**config.mk**
```make
export PLATFORM = sky130hd
export DESIGN_NAME = ycc_pair_rgb
export DESIGN_NICKNAME = d
export VERILOG_FILES = /design/src/rtl/ycc_rgb_pkg.sv /design/src/rtl/ycc_chroma_stage.sv /design/src/rtl/ycc_matrix_stage.sv /design/src/rtl/ycc_clamp_stage.sv /design/src/rtl/ycc_pair_reader.sv /design/src/rtl/ycc_pair_rgb.sv
export SDC_FILE = /design/constraint.sdc
export NUM_CORES = 1
export LEC_CHECK = 0
export ABC_AREA = 0
export BUFFER_PORTS_ARGS = -buffer_cell sky130_fd_sc_hd__buf_2
export CAP_MARGIN = 25
export CORE_MARGIN = 1.5
export CORE_UTILIZATION = 25
export CTS_CLUSTER_DIAMETER = 120
export DETAILED_ROUTE_END_ITERATION = 6
export PLACE_DENSITY_LB_ADDON = 0.12
export SETUP_SLACK_MARGIN = 0.1
export SYNTH_ARGS = -nofsm -noshare
export SYNTH_HDL_FRONTEND = slang
export SYNTH_SLANG_ARGS = --single-unit
```
**constraint.sdc**
```tcl
create_clock -name clk -period 10.1 [get_ports clk]
set_input_delay 1.01 -clock clk [delete_from_list [all_inputs] [get_ports clk]]
set_output_delay 1.01 -clock clk [all_outputs]
set_load 0.05 [all_outputs]
```
**src/rtl/ycc_rgb_pkg.sv**
```systemverilog
package ycc_rgb_pkg;
  // default fixed-point conversion constants, scaled by 2**10
  localparam int DEF_PIX_W = 8;
  localparam int DEF_FRAC  = 10;
  localparam int DEF_K_RV  = 1436;
  localparam int DEF_K_GU  = 352;
  localparam int DEF_K_GV  = 731;
  localparam int DEF_K_BU  = 1815;

  localparam int PAIR_N = 2;

  typedef enum logic {
    SLOT_FIRST  = 1'b0,
    SLOT_SECOND = 1'b1
  } pair_slot_e;
endpackage

```
**src/rtl/ycc_chroma_stage.sv**
```systemverilog
module ycc_chroma_stage #(
  parameter int PIX_W = 8,
  parameter int FRAC  = 10,
  parameter int SUM_W = 21
) (
  input  logic                    clk,
  input  logic                    rst_n,
  input  logic                    in_valid,
  input  logic [PIX_W-1:0]        cb,
  input  logic [PIX_W-1:0]        cr,
  input  logic [PIX_W-1:0]        y_in  [ycc_rgb_pkg::PAIR_N],
  output logic                    s1_valid,
  output logic signed [PIX_W:0]   s1_cb_off,
  output logic signed [PIX_W:0]   s1_cr_off,
  output logic signed [SUM_W-1:0] s1_y_sc [ycc_rgb_pkg::PAIR_N]
);
  localparam logic [PIX_W:0] MID = (PIX_W+1)'(1 << (PIX_W-1));

  function automatic logic signed [PIX_W:0] centre(input logic [PIX_W-1:0] c);
    return $signed({1'b0, c}) - $signed(MID);
  endfunction

  function automatic logic signed [SUM_W-1:0] scale_luma(input logic [PIX_W-1:0] y);
    logic signed [SUM_W-1:0] t;
    t = '0;
    t[PIX_W+FRAC-1:FRAC] = y;
    return t;
  endfunction

  always_ff @(posedge clk) begin
    if (!rst_n) begin
      s1_valid  <= 1'b0;
      s1_cb_off <= '0;
      s1_cr_off <= '0;
    end else begin
      s1_valid <= in_valid;
      if (in_valid) begin
        s1_cb_off <= centre(cb);
        s1_cr_off <= centre(cr);
      end
    end
  end

  // one luma scaler per pixel of the pair, both reuse the shared chroma
  for (genvar k = 0; k < ycc_rgb_pkg::PAIR_N; k++) begin : g_luma
    always_ff @(posedge clk) begin
      if (!rst_n)        s1_y_sc[k] <= '0;
      else if (in_valid) s1_y_sc[k] <= scale_luma(y_in[k]);
    end
  end
endmodule

```
**src/rtl/ycc_matrix_stage.sv**
```systemverilog
module ycc_matrix_stage #(
  parameter int PIX_W = 8,
  parameter int SUM_W = 21,
  parameter int K_RV  = 1436,
  parameter int K_GU  = 352,
  parameter int K_GV  = 731,
  parameter int K_BU  = 1815
) (
  input  logic                    clk,
  input  logic                    rst_n,
  input  logic                    s1_valid,
  input  logic signed [PIX_W:0]   s1_cb_off,
  input  logic signed [PIX_W:0]   s1_cr_off,
  input  logic signed [SUM_W-1:0] s1_y_sc [ycc_rgb_pkg::PAIR_N],
  output logic                    s2_valid,
  output logic signed [SUM_W-1:0] s2_r [ycc_rgb_pkg::PAIR_N],
  output logic signed [SUM_W-1:0] s2_g [ycc_rgb_pkg::PAIR_N],
  output logic signed [SUM_W-1:0] s2_b [ycc_rgb_pkg::PAIR_N]
);
  localparam logic signed [SUM_W-1:0] C_RV = SUM_W'(K_RV);
  localparam logic signed [SUM_W-1:0] C_GU = SUM_W'(K_GU);
  localparam logic signed [SUM_W-1:0] C_GV = SUM_W'(K_GV);
  localparam logic signed [SUM_W-1:0] C_BU = SUM_W'(K_BU);

  function automatic logic signed [SUM_W-1:0] chroma_term(
    input logic signed [PIX_W:0]   off,
    input logic signed [SUM_W-1:0] coef
  );
    logic signed [SUM_W-1:0] wide;
    wide = SUM_W'(off);
    return wide * coef;
  endfunction

  // chroma products are common to both pixels of the pair
  logic signed [SUM_W-1:0] t_rv, t_gu, t_gv, t_bu;
  always_comb begin
    t_rv = chroma_term(s1_cr_off, C_RV);
    t_gu = chroma_term(s1_cb_off, C_GU);
    t_gv = chroma_term(s1_cr_off, C_GV);
    t_bu = chroma_term(s1_cb_off, C_BU);
  end

  always_ff @(posedge clk) begin
    if (!rst_n) s2_valid <= 1'b0;
    else        s2_valid <= s1_valid;
  end

  for (genvar k = 0; k < ycc_rgb_pkg::PAIR_N; k++) begin : g_mat
    always_ff @(posedge clk) begin
      if (!rst_n) begin
        s2_r[k] <= '0;
        s2_g[k] <= '0;
        s2_b[k] <= '0;
      end else if (s1_valid) begin
        s2_r[k] <= s1_y_sc[k] + t_rv;
        s2_g[k] <= s1_y_sc[k] - t_gu - t_gv;
        s2_b[k] <= s1_y_sc[k] + t_bu;
      end
    end
  end
endmodule

```
**src/rtl/ycc_clamp_stage.sv**
```systemverilog
module ycc_clamp_stage #(
  parameter int PIX_W = 8,
  parameter int FRAC  = 10,
  parameter int SUM_W = 21
) (
  input  logic signed [SUM_W-1:0] sum_r [ycc_rgb_pkg::PAIR_N],
  input  logic signed [SUM_W-1:0] sum_g [ycc_rgb_pkg::PAIR_N],
  input  logic signed [SUM_W-1:0] sum_b [ycc_rgb_pkg::PAIR_N],
  output logic [PIX_W-1:0]        pix_r [ycc_rgb_pkg::PAIR_N],
  output logic [PIX_W-1:0]        pix_g [ycc_rgb_pkg::PAIR_N],
  output logic [PIX_W-1:0]        pix_b [ycc_rgb_pkg::PAIR_N]
);
  localparam logic signed [SUM_W-1:0] TOP_V = SUM_W'((1 << PIX_W) - 1);

  // divide by the coefficient scale, then pin to the output range
  function automatic logic [PIX_W-1:0] shift_sat(input logic signed [SUM_W-1:0] s);
    logic signed [SUM_W-1:0] q;
    q = s >>> FRAC;
    if (q[SUM_W-1])   return '0;
    else if (q > TOP_V) return '1;
    else              return q[PIX_W-1:0];
  endfunction

  for (genvar k = 0; k < ycc_rgb_pkg::PAIR_N; k++) begin : g_sat
    always_comb begin
      pix_r[k] = shift_sat(sum_r[k]);
      pix_g[k] = shift_sat(sum_g[k]);
      pix_b[k] = shift_sat(sum_b[k]);
    end
  end
endmodule

```
**src/rtl/ycc_pair_reader.sv**
```systemverilog
module ycc_pair_reader #(
  parameter int PIX_W = 8
) (
  input  logic             clk,
  input  logic             rst_n,
  input  logic             pair_load,
  input  logic [PIX_W-1:0] new_r [ycc_rgb_pkg::PAIR_N],
  input  logic [PIX_W-1:0] new_g [ycc_rgb_pkg::PAIR_N],
  input  logic [PIX_W-1:0] new_b [ycc_rgb_pkg::PAIR_N],
  output logic             out_valid,
  output logic             out_second,
  output logic [PIX_W-1:0] out_r,
  output logic [PIX_W-1:0] out_g,
  output logic [PIX_W-1:0] out_b
);
  import ycc_rgb_pkg::*;

  logic [PIX_W-1:0] hold_r [PAIR_N];
  logic [PIX_W-1:0] hold_g [PAIR_N];
  logic [PIX_W-1:0] hold_b [PAIR_N];
  pair_slot_e       slot;
  logic             shown;

  for (genvar k = 0; k < PAIR_N; k++) begin : g_hold
    always_ff @(posedge clk) begin
      if (!rst_n) begin
        hold_r[k] <= '0;
        hold_g[k] <= '0;
        hold_b[k] <= '0;
      end else if (pair_load) begin
        hold_r[k] <= new_r[k];
        hold_g[k] <= new_g[k];
        hold_b[k] <= new_b[k];
      end
    end
  end

  always_ff @(posedge clk) begin
    if (!rst_n) begin
      shown <= 1'b0;
      slot  <= SLOT_FIRST;
    end else if (pair_load) begin
      shown <= 1'b1;
      slot  <= SLOT_FIRST;
    end else if (shown && slot == SLOT_FIRST) begin
      slot  <= SLOT_SECOND;
    end else begin
      shown <= 1'b0;
      slot  <= SLOT_FIRST;
    end
  end

  always_comb begin
    out_valid  = shown;
    out_second = (slot == SLOT_SECOND);
    out_r      = out_second ? hold_r[1] : hold_r[0];
    out_g      = out_second ? hold_g[1] : hold_g[0];
    out_b      = out_second ? hold_b[1] : hold_b[0];
  end
endmodule

```
**src/rtl/ycc_pair_rgb.sv**
```systemverilog
module ycc_pair_rgb #(
  parameter int PIX_W = ycc_rgb_pkg::DEF_PIX_W,
  parameter int FRAC  = ycc_rgb_pkg::DEF_FRAC,
  parameter int K_RV  = ycc_rgb_pkg::DEF_K_RV,
  parameter int K_GU  = ycc_rgb_pkg::DEF_K_GU,
  parameter int K_GV  = ycc_rgb_pkg::DEF_K_GV,
  parameter int K_BU  = ycc_rgb_pkg::DEF_K_BU
) (
  input  logic             clk,
  input  logic             rst_n,
  input  logic             in_valid,
  input  logic [PIX_W-1:0] in_cb,
  input  logic [PIX_W-1:0] in_y0,
  input  logic [PIX_W-1:0] in_cr,
  input  logic [PIX_W-1:0] in_y1,
  output logic             out_valid,
  output logic             out_second,
  output logic [PIX_W-1:0] out_r,
  output logic [PIX_W-1:0] out_g,
  output logic [PIX_W-1:0] out_b
);
  import ycc_rgb_pkg::*;

  // sign, luma scale, and headroom for two chroma terms
  localparam int SUM_W = PIX_W + FRAC + 3;

  logic [PIX_W-1:0]        y_pair [PAIR_N];
  logic                    s1_valid;
  logic signed [PIX_W:0]   s1_cb_off, s1_cr_off;
  logic signed [SUM_W-1:0] s1_y_sc [PAIR_N];
  logic                    s2_valid;
  logic signed [SUM_W-1:0] s2_r [PAIR_N];
  logic signed [SUM_W-1:0] s2_g [PAIR_N];
  logic signed [SUM_W-1:0] s2_b [PAIR_N];
  logic [PIX_W-1:0]        sat_r [PAIR_N];
  logic [PIX_W-1:0]        sat_g [PAIR_N];
  logic [PIX_W-1:0]        sat_b [PAIR_N];
  logic                    pair_load;

  assign y_pair[0] = in_y0;
  assign y_pair[1] = in_y1;
  assign pair_load = s2_valid;

  ycc_chroma_stage #(.PIX_W(PIX_W), .FRAC(FRAC), .SUM_W(SUM_W)) u_chroma (
    .clk(clk), .rst_n(rst_n), .in_valid(in_valid),
    .cb(in_cb), .cr(in_cr), .y_in(y_pair),
    .s1_valid(s1_valid), .s1_cb_off(s1_cb_off), .s1_cr_off(s1_cr_off),
    .s1_y_sc(s1_y_sc)
  );

  ycc_matrix_stage #(
    .PIX_W(PIX_W), .SUM_W(SUM_W),
    .K_RV(K_RV), .K_GU(K_GU), .K_GV(K_GV), .K_BU(K_BU)
  ) u_matrix (
    .clk(clk), .rst_n(rst_n), .s1_valid(s1_valid),
    .s1_cb_off(s1_cb_off), .s1_cr_off(s1_cr_off), .s1_y_sc(s1_y_sc),
    .s2_valid(s2_valid), .s2_r(s2_r), .s2_g(s2_g), .s2_b(s2_b)
  );

  ycc_clamp_stage #(.PIX_W(PIX_W), .FRAC(FRAC), .SUM_W(SUM_W)) u_clamp (
    .sum_r(s2_r), .sum_g(s2_g), .sum_b(s2_b),
    .pix_r(sat_r), .pix_g(sat_g), .pix_b(sat_b)
  );

  ycc_pair_reader #(.PIX_W(PIX_W)) u_reader (
    .clk(clk), .rst_n(rst_n), .pair_load(pair_load),
    .new_r(sat_r), .new_g(sat_g), .new_b(sat_b),
    .out_valid(out_valid), .out_second(out_second),
    .out_r(out_r), .out_g(out_g), .out_b(out_b)
  );
endmodule

```
==> results.ini, run 1 <==
[placement]
post-place-ws_ps = 3090
dpl_cell_area_mm2 = 0.0155
gp_congestion = 0.831
hpwl_mm = 30.6
dp_cells = 2308
port_buffers = 60

[routing]
firstDrtPassIters = 4
avgViaCountPerCell = 4.38
antenna_left = 0
drt-total-wl_mm = 38.0
num_vias = 10200
remaining_drc_errors = 0
drt_iter0_markers = 399
wl_per_cell_um = 16.3

[yosys]
synthCells = 1526
synth_top_family_by_area = adder cells
synth_compound_area_share_pct = 14.7
synth-seq-area-share_pct = 24.2
syn_avg_cell_area_um2 = 9.43
synth_top_cell_by_area = ha_1
synthSimpleGateAreaFrac_pct = 8.98
yosysWarnings = 0
syn_area_mm2 = 0.0144
syn-num-nets = 1895
synthAdderAreaFrac_pct = 33.4
ys_types = 67
synth_area_leaders = ha_1 22%, dfxtp_1 14%, fa_1 12%
async_reset_ff_share_pct = 0
synth_edf_count = 48
ys_ff_latch = 150
synthMuxAreaShare_pct = 6.05
synth_top_area_share_pct = 21.7
synthFlopType = dfxtp_1
synth_xor_area_share_pct = 5.53

[clocking]
htreeDepth = 4
postCtsHoldBufs = 0
post-cts-setup-buffers = 0
root_buffer = clkbuf_16
cts_resized = 0
clk_path_buf_depth = 2
clk_latency_ps = 480
clkSinkCount = 150
tritoncts = yes
cts_buffers = 17
clk_pin_slew_worst_paths_ps = 70

[cells_and_area]
stdcell_count = 2340
syn2layout_area_growth_pct = 11.9
layout_common_cells = 250 x ha_1, 227 x inv_1, 143 x nor2_1
final_nets = 1940
fillers = 6062
post-route-cell-area_mm2 = 0.0161
fin_util_pct = 28.4
multiInputGateArea_mm2 = 0.00989
seq_area_mm2 = 0.00348
drive_above_1_share_pct = 9.60
final_common_cell = ha_1
antenna_cells = 0

[sta]
tightest_slew_ps = 1050
period_needed_ps = 6990
fmax_mhz = 143
hold_violations = 0
relSlewSlack_pct = 29.4
drv_slew = 0
whs_ps = 457
skew_ps = 18.2
layout_setup_ws_ps = 3110
timing.final.crit_share_pct = 69.2
setup_viol = 0
rsz0062_at_grt = false
tns_ps = 0

[worst_hold_path]
holdCritPathClass = reg2reg

[power]
p_seq_share_pct = 22.5
fin_total_pwr_mw = 3.31
p_leak_nw = 7.94
p_int_mw = 1.80
clkPwrFrac_pct = 19.3
swShare_pct = 45.6
p_switching_mw = 1.51
power_density_mw_per_mm2 = 205
power_frac_comb_pct = 58.2
peakVddDrop_mv = 0.161

[grt]
grt_pass1_vias = 10600
grt_max_degree = 65
track_usage_pct = 13.4
grt_antenna_before_repair = 0
grt_pass1_wl_mm = 60.6
grt.overflow.total = 0

[run]
drv_cap = 0

[worst_setup_path]
endpoint_kind = flop
slowest_delay_ps = 560
crit_chain = inv_1 > ha_1 > fa_1 > fa_1 > inv_1 > fa_1 > fa_1 > ha_1 > o21ai_0 > a21boi_0 > o21ai_0 > a21o_1 > a21oi_1 > o31ai_1 > a21boi_0 > fa_1 > inv_1 > ha_1 > a21oi_1 > nand2_1 > a21o_1 > o41ai_1 > xor2_1 > a21oi_1
cp.arrival_ps = 7360
crit_type = reg2reg
required_ps = 10460
crit_slowest_cell = fa_1
crit_fanout = 8
cpMostUsedCell = fa_1
cp-start-kind = flop

[status]
status = completed

[floorplan]
die_h_um = 243
coreArea_mm2 = 0.0566
start_util_pct = 25.4
die_x_um = 243
io_pins = 61
dieArea_mm2 = 0.0590
rows = 87

power groups by stage:
stage                     logic (mW)  registers, mW  clock network [mW]
after floorplan                 1.43          0.735                   0
after global placement          1.92          0.757                   0
after detailed placement        1.92          0.758                   0
after CTS                       1.94          0.745               0.669
after global routing            2.18          0.753               0.690
final                           1.93          0.743               0.639
routing by layer:
| layer | vias up | global-route usage [%] | wire, um |
|---|---|---|---|
| li1 | 5274 | - | - |
| met1 | 4870 | 18.4 | 19500 |
| met2 | 87 | 21.5 | 17300 |
| met3 | 18 | 2.48 | 886 |
| met4 | 0 | 3.31 | 399 |
| met5 | - | 0 | 0 |
worst max-delay path, delay by kind of cell, from the launching register on:
family	cells	cell delay, ps
buffers and inverters	3	290
AND/OR/NAND/NOR	1	80
adder cells (fa/ha/maj)	8	3440
AO/OA/AOI/OAI	11	2340
XOR/XNOR	1	190
flip-flops	1	520
Yosys cell counts, types with 4 or more instances:
cell type / n
nor2b_1: 12
o21ai_0: 42
inv_1: 228
xor2_1: 27
mux2_2: 24
nor3_1: 16
nand3_1: 21
fa_1: 84
nand2_1: 38
clkbuf_1: 34
a21oi_1: 90
nand4_1: 7
o21bai_1: 15
o21a_1: 63
a31oi_1: 9
a21boi_0: 7
o211ai_1: 4
a21o_1: 38
mux2i_1: 60
a211oi_1: 12
nand2b_1: 7
edfxtp_1: 48
dfxtp_1: 102
or2_2: 12
nor2_1: 143
and3_1: 5
and2_1: 6
ha_1: 250
buf_1: 6
xnor2_1: 62
flip-flops by register name, summed over array words and instances (netlist names), 8 cells and up:
register	flops
u_chroma.s1_cr_off	8
u_reader.hold_r	16
u_matrix.s2_g	22
u_reader.hold_b	16
u_matrix.s2_r	22
u_matrix.s2_b	22
u_chroma.s1_cb_off	8
u_chroma.s1_y_sc	16
u_reader.hold_g	16
kinds of logic after synthesis:
group,Yosys count
adders and majority gates,334
and+or+nand+nor,283
buffers and inverters,269
DFF,150
AOI/OAI and AO/OA,316
muxes,84
xor gates and xnor gates,90
final cells by class:
cell class	count	share of cell area, %
flip-flops and latches	150	21.6
multi-input cells	1107	61.4
clock buffers	19	2.82
repair buffers	67	2.19
clock inverters	13	0.700
well taps	756	5.88
inverters	228	5.32
worst paths after layout:
path                                     endpoint                   from  slack, ps  cells past startpoint
worst max-delay path            u_matrix.s2_g[40]  u_chroma.s1_cr_off[1]       3110                     24
worst min-delay path            u_matrix.s2_g[19]      u_matrix.s2_g[19]        460                      2
worst max register to register  u_matrix.s2_g[40]  u_chroma.s1_cr_off[1]       3110                     24
worst min register to register  u_matrix.s2_g[19]      u_matrix.s2_g[19]        460                      2
(Power assumes the default switching activity.)
==> run 2: changes to the inputs <==
==> constraint.sdc (replaced) <==
create_clock -name clk -period 6 [get_ports clk]
set_input_delay 0.6 -clock clk [delete_from_list [all_inputs] [get_ports clk]]
set_output_delay 0.6 -clock clk [all_outputs]
set_load 0.05 [all_outputs]
==> run 2 against run 1 <==
Against the previous run: clock skew shrank 2.8 ps; via count is 7.2% higher; largest power group unchanged; combinational power is 150% higher; routed wire length rose by 4.6%; setup slack got worse by 3000 ps; clock power is 71% higher; non-clock buffer count is 180 higher; register-to-register slack got worse by 3000 ps.
==> results.ini, run 2 (synthesis gave the netlist of run 1 again) <==
[grt]
grt_antenna_before_repair = 0
met2_usage_pct = 22.3
met3_usage_pct = 2.45
grt_pass1_vias = 11200
grt_busiest_layer = met2
grt_pass1_wl_mm = 63.4
grt_use_met1_pct = 19.2
track_usage_pct = 13.9
grt.overflow.total = 0
grt_max_degree = 68

[sta]
fmax_mhz = 169
skew_ps = 15.5
period_needed_ps = 5930
hold_violations = 0
relSlewSlack_pct = 41.1
rsz0062_at_grt = true
drv_slew = 0
whs_ps = 288
tightest_slew_ps = 883
setup_viol = 0
tns_ps = 0
timing.final.crit_share_pct = 98.9

[floorplan]
io_pins = 61
die_h_um = 243
rows = 87
coreArea_mm2 = 0.0566
start_util_pct = 25.4
die_x_um = 243
dieArea_mm2 = 0.0590

[power]
peakVddDrop_mv = 0.294
p_switching_mw = 3.05
p_leak_nw = 8.98
swShare_pct = 42.7
p_seq_share_pct = 17.4
clkPwrFrac_pct = 15.3
p_int_mw = 4.09
power_frac_comb_pct = 67.3
power_density_mw_per_mm2 = 383

[placement]
gp_congestion = 0.838
port_buffers = 60
hpwl_mm = 32.0

[routing]
firstDrtPassIters = 5
num_vias = 11000
remaining_drc_errors = 0
wl_per_cell_um = 15.8
drt_iter0_markers = 409
drt-total-wl_mm = 39.8
antenna_left = 0
avgViaCountPerCell = 4.36

[worst_setup_path]
cp.arrival_ps = 6330
cp-start-kind = flop
required_ps = 6390
crit_fanout = 2
endpoint_kind = flop
crit_type = reg2reg

[cells_and_area]
final_common_cell = ha_1
fillers = 5987
final_nets = 2120
drive_above_1_share_pct = 29.3
antenna_cells = 0
layout_common_cells = 209 x ha_1, 205 x inv_1, 173 x buf_4
reg_top3 = u_matrix.s2_b x22, u_matrix.s2_g x22, u_matrix.s2_r x22
syn2layout_area_growth_pct = 29.6

[run]
drv_cap = 0

[clocking]
cts_buffers = 17
tritoncts = yes
root_buffer = clkbuf_16
postCtsHoldBufs = 0
clk_pin_slew_worst_paths_ps = 80
htreeDepth = 4
clk_path_buf_depth = 2
clkSinkCount = 150
clk_latency_ps = 490

[status]
status = completed

[worst_hold_path]
holdCritPathClass = in2reg

-- run 2: changes by cell type in the layout (fill, tap and decap cells not counted), moves of 11 or more --
cell     change
buf_6       +14
a21oi_2     +28
a21oi_1     -33
inv_2       +21
inv_1       -22
buf_4      +166
ha_1        -41
ha_4        +35
o21ai_2     +11
dfxtp_1     -13
o21ai_0     -21
-- run 2: power groups by stage --
stage | clock network [mW] | registers (mW) | logic (mW)
6_report | 1.09 | 1.24 | 4.80
4_1_cts | 1.14 | 1.24 | 4.27
2_1_floorplan | 0 | 1.24 | 2.43
5_1_grt | 1.18 | 1.25 | 5.32
3_5_place_dp | 0 | 1.26 | 3.94
3_3_place_gp | 0 | 1.26 | 3.93
-- run 2: worst paths after layout --
| kind | cells after the start | startpoint | slack, ps | to |
|---|---|---|---|---|
| max | 24 | u_chroma.s1_cr_off[1] | 70 | u_matrix.s2_g[20] |
| min | 2 | in_cb[7] | 290 | u_chroma.s1_cb_off[7] |
| max reg2reg | 24 | u_chroma.s1_cr_off[1] | 70 | u_matrix.s2_g[20] |
| min reg2reg | 2 | u_matrix.s2_g[19] | 460 | u_matrix.s2_g[19] |
-- run 2: layer usage --
| metal | routed length [um] | vias to the layer above |
|---|---|---|
| li1 | - | 5634 |
| met1 | 20100 | 5211 |
| met2 | 18100 | 107 |
| met3 | 965 | 33 |
| met4 | 662 | 0 |
| met5 | 0 | - |
-- run 2: layout make-up --
class	instances	area [um^2]	share of cell area, %
clock inverter	12	104	0.557
clock buffer	20	478	2.56
multi-input combinational	1107	11000	58.9
tap	756	946	5.08
sequential	150	3510	18.8
timing repair buffer	247	1760	9.43
inverter	228	858	4.61
-- run 2: critical path, stage by stage, from the launching register on --
cell      delay (ps)
dfxtp_4          360
inv_4             40
ha_4             260
buf_6             90
fa_2             460
fa_1             510
inv_1             50
fa_1             520
fa_1             450
ha_4             310
inv_2             40
o21ai_2          120
a21o_1           150
buf_4            140
xor2_4           190
fa_1             450
inv_2             90
ha_4             190
or2_2            260
a2111o_1         420
o21ai_2           70
o21a_1           190
o221ai_2         120
xor2_1           160
a211oi_1         190
-- run 2: repair_timing --
action / CTS / global route
pin swaps: 71 / 88
buffers inserted: 5 / 8
resized for setup: 96 / 139
gates cloned: 0 / 0
setup endpoints to repair: 29 / 36
-- run 2: stage by stage --
step                util, %  setup WS, ps  instances  total power, mW  cell area [um^2]
finish                 32.9          68.0       2520             7.14             18600
global route           32.9          -196       2520             7.76             18600
CTS                    31.7         -59.0       2513             6.65             18000
detailed placement     29.8          -302       2476             5.20             16900
global placement       29.8          -327       2476             5.19             16900
floorplan                 -           116       1526             3.67             14500
==> run 3: changes to the inputs <==
--- a/config.mk
+++ b/config.mk
@@ -5,7 +5,7 @@
 export SDC_FILE = /design/constraint.sdc
 export NUM_CORES = 1
 export LEC_CHECK = 0
-export ABC_AREA = 0
+export ABC_AREA = 1
 export BUFFER_PORTS_ARGS = -buffer_cell sky130_fd_sc_hd__buf_2
 export CAP_MARGIN = 25
 export CORE_MARGIN = 1.5
==> run 3 against run 2 <==
Against the previous run: sequential cell count unchanged; core utilization decreased by 2.4 points; cell area decreased by 0.93%; via count increased by 18%; largest power group unchanged; global-route usage increased by 1.6 points; sequential power about the same; critical path type unchanged; fmax increased by 3.1%; hold slack improved by 34 ps; synthesized cell count increased by 35%; largest cell class unchanged; count of clock-buffer cells in the layout unchanged.
==> results.ini, run 3 <==
[yosys]
syn_avg_cell_area_um2 = 7.48
async_reset_ff_share_pct = 0
syn-num-nets = 2423
synth_edf_count = 48
synth_area_leaders = ha_1 20%, dfxtp_1 13%, fa_1 11%
yosysMostFrequentCell = inv_1
synth-seq-area-share_pct = 22.7
synthFlopType = dfxtp_1
ys_types = 44
syn_area_mm2 = 0.0154
netlist_top_cells_count = 427 x inv_1, 362 x nand2_1, 250 x ha_1
yosysWarnings = 0
synth_top_area_share_pct = 20.3
synthCells = 2054
ys_ff_latch = 150
synth_top_cell_by_area = ha_1

[routing]
num_vias = 12900
antenna_left = 0
firstDrtPassIters = 5
drt_iter0_markers = 541
avgViaCountPerCell = 4.31
wl_per_cell_um = 15.9
drt-total-wl_mm = 47.8
remaining_drc_errors = 0

[worst_setup_path]
r2r_slack_ps = 250
crit_slowest_cell = fa_1
r2r_start = u_chroma.s1_cr_off[2]
endpoint_kind = flop
cp.arrival_ps = 6120
required_ps = 6360
cpMostUsedCell = inv_1
reg2regPathDepth = 29
cp.depth = 29
cp_top_family = adder cells
slowest_delay_ps = 560
critPathLaunch = u_chroma.s1_cr_off[2]
r2r-end = u_matrix.s2_g[40]
cp-start-kind = flop
crit_fanout = 5
crit_type = reg2reg
worst-path-buf-inv = 9
worstSetupEndpoint = u_matrix.s2_g[40]

[clocking]
tritoncts = yes
clk_path_buf_depth = 2
cts_buffers = 17
clk_latency_ps = 460
root_buffer = clkbuf_16
clkSinkCount = 150
postCtsHoldBufs = 0
htreeDepth = 4
clk_pin_slew_worst_paths_ps = 70

[sta]
drv_slew = 0
fmax_mhz = 174
rsz0062_at_grt = true
timing.final.crit_share_pct = 95.9
period_needed_ps = 5750
layout_setup_ws_ps = 246
skew_ps = 25.8
tightest_slew_ps = 1040
relSlewSlack_pct = 30.4
setup_viol = 0
hold_violations = 0
whs_ps = 322

[placement]
dpl_cell_area_mm2 = 0.0173
gp_congestion = 0.930
port_buffers = 60
post-place-ws_ps = -63.0
hpwl_mm = 40.4

[floorplan]
die_h_um = 251
start_util_pct = 25.4
rows = 90
die_x_um = 251
coreArea_mm2 = 0.0606
dieArea_mm2 = 0.0630
io_pins = 61

[power]
power_density_mw_per_mm2 = 502
fin_total_pwr_mw = 9.28
p_leak_nw = 10.2
peakVddDrop_mv = 0.365

[cells_and_area]
syn2layout_area_growth_pct = 20.1
final_nets = 2574
reg_top3 = u_matrix.s2_b x22, u_matrix.s2_g x22, u_matrix.s2_r x22
layout_common_cells = 417 x inv_1, 353 x nand2_1, 228 x ha_1
fin_util_pct = 30.5
drive_above_1_share_pct = 15.1
final_common_cell = inv_1
antenna_cells = 0
post-route-cell-area_mm2 = 0.0185

[grt]
grt_pass1_vias = 13200
grt.overflow.total = 0
grt_antenna_before_repair = 0
grt_max_degree = 50
grt_pass1_wl_mm = 75.2
track_usage_pct = 15.5

[run]
drv_cap = 0

[worst_hold_path]
hold_depth = 2
holdCritPathClass = in2reg

[status]
status = completed

-- run 3: kinds of logic after synthesis --
group / Yosys count / share of synthesized area [%]
AOI/OAI and AO/OA: 357 / 12.4
and+or+nand+nor: 662 / 17.7
buffers and inverters: 474 / 11.6
adders and majority gates: 334 / 31.3
DFF: 150 / 22.7
xor gates and xnor gates: 77 / 4.39
-- run 3: routing by layer --
layer / track usage, % / routed length, um / up-vias
li1: - / - / 6819
met2: 25.1 / 21300 / 166
met3: 1.58 / 1070 / 30
met4: 3.29 / 621 / 0
met1: 22.2 / 24800 / 5928
met5: 0 / 0 / -
-- run 3: where the power goes --
group          switching [mW]  total (mW)  internal, mW
Clock                   0.476        1.03         0.557
Combinational            4.24        7.01          2.77
Sequential             0.0754        1.24          1.16
-- run 3: worst min-delay path by stage --
stage                  startpoint                     to  slack (ps)
6_report                 in_cr[7]  u_chroma.s1_cr_off[7]         320
5_1_grt                  in_cr[7]  u_chroma.s1_cr_off[7]         310
4_1_cts                  in_cr[7]  u_chroma.s1_cr_off[7]         280
3_5_place_dp   u_reader.out_valid    u_reader.out_second         460
3_3_place_gp   u_reader.out_valid    u_reader.out_second         460
2_1_floorplan   u_matrix.s2_b[17]      u_matrix.s2_b[17]         440
-- run 3: timing repair --
item,4_1_cts,5_1_grt
pin swaps,9,38
gates resized for setup,23,108
setup buffers,1,6
endpoints found under the setup margin,15,28
-- run 3: cell type report --
class,count,area [um^2]
Tap cell,782,978
Sequential cell,150,3500
Multi-Input combinational cell,1430,10600
Timing Repair Buffer,170,1150
Inverter,436,1640
Clock inverter,12,91.3
Fill cell,6577,42100
Clock buffer,20,457
-- run 3: metrics by stage --
stage	std cells	setup TNS, ps
2_1_floorplan	2054	0
5_1_grt	3000	-309
6_report	3000	0
3_3_place_gp	2960	-295
3_5_place_dp	2960	-164
4_1_cts	2993	0
-- run 3: worst reg2reg max path: cells and delay by family (launching register included) --
family	cells	cell delay [ps]
AO/OA/AOI/OAI	3	500
XOR/XNOR	1	160
adder cells (fa/ha/maj)	8	3160
buffers and inverters	9	720
flip-flops	1	370
AND/OR/NAND/NOR	8	800
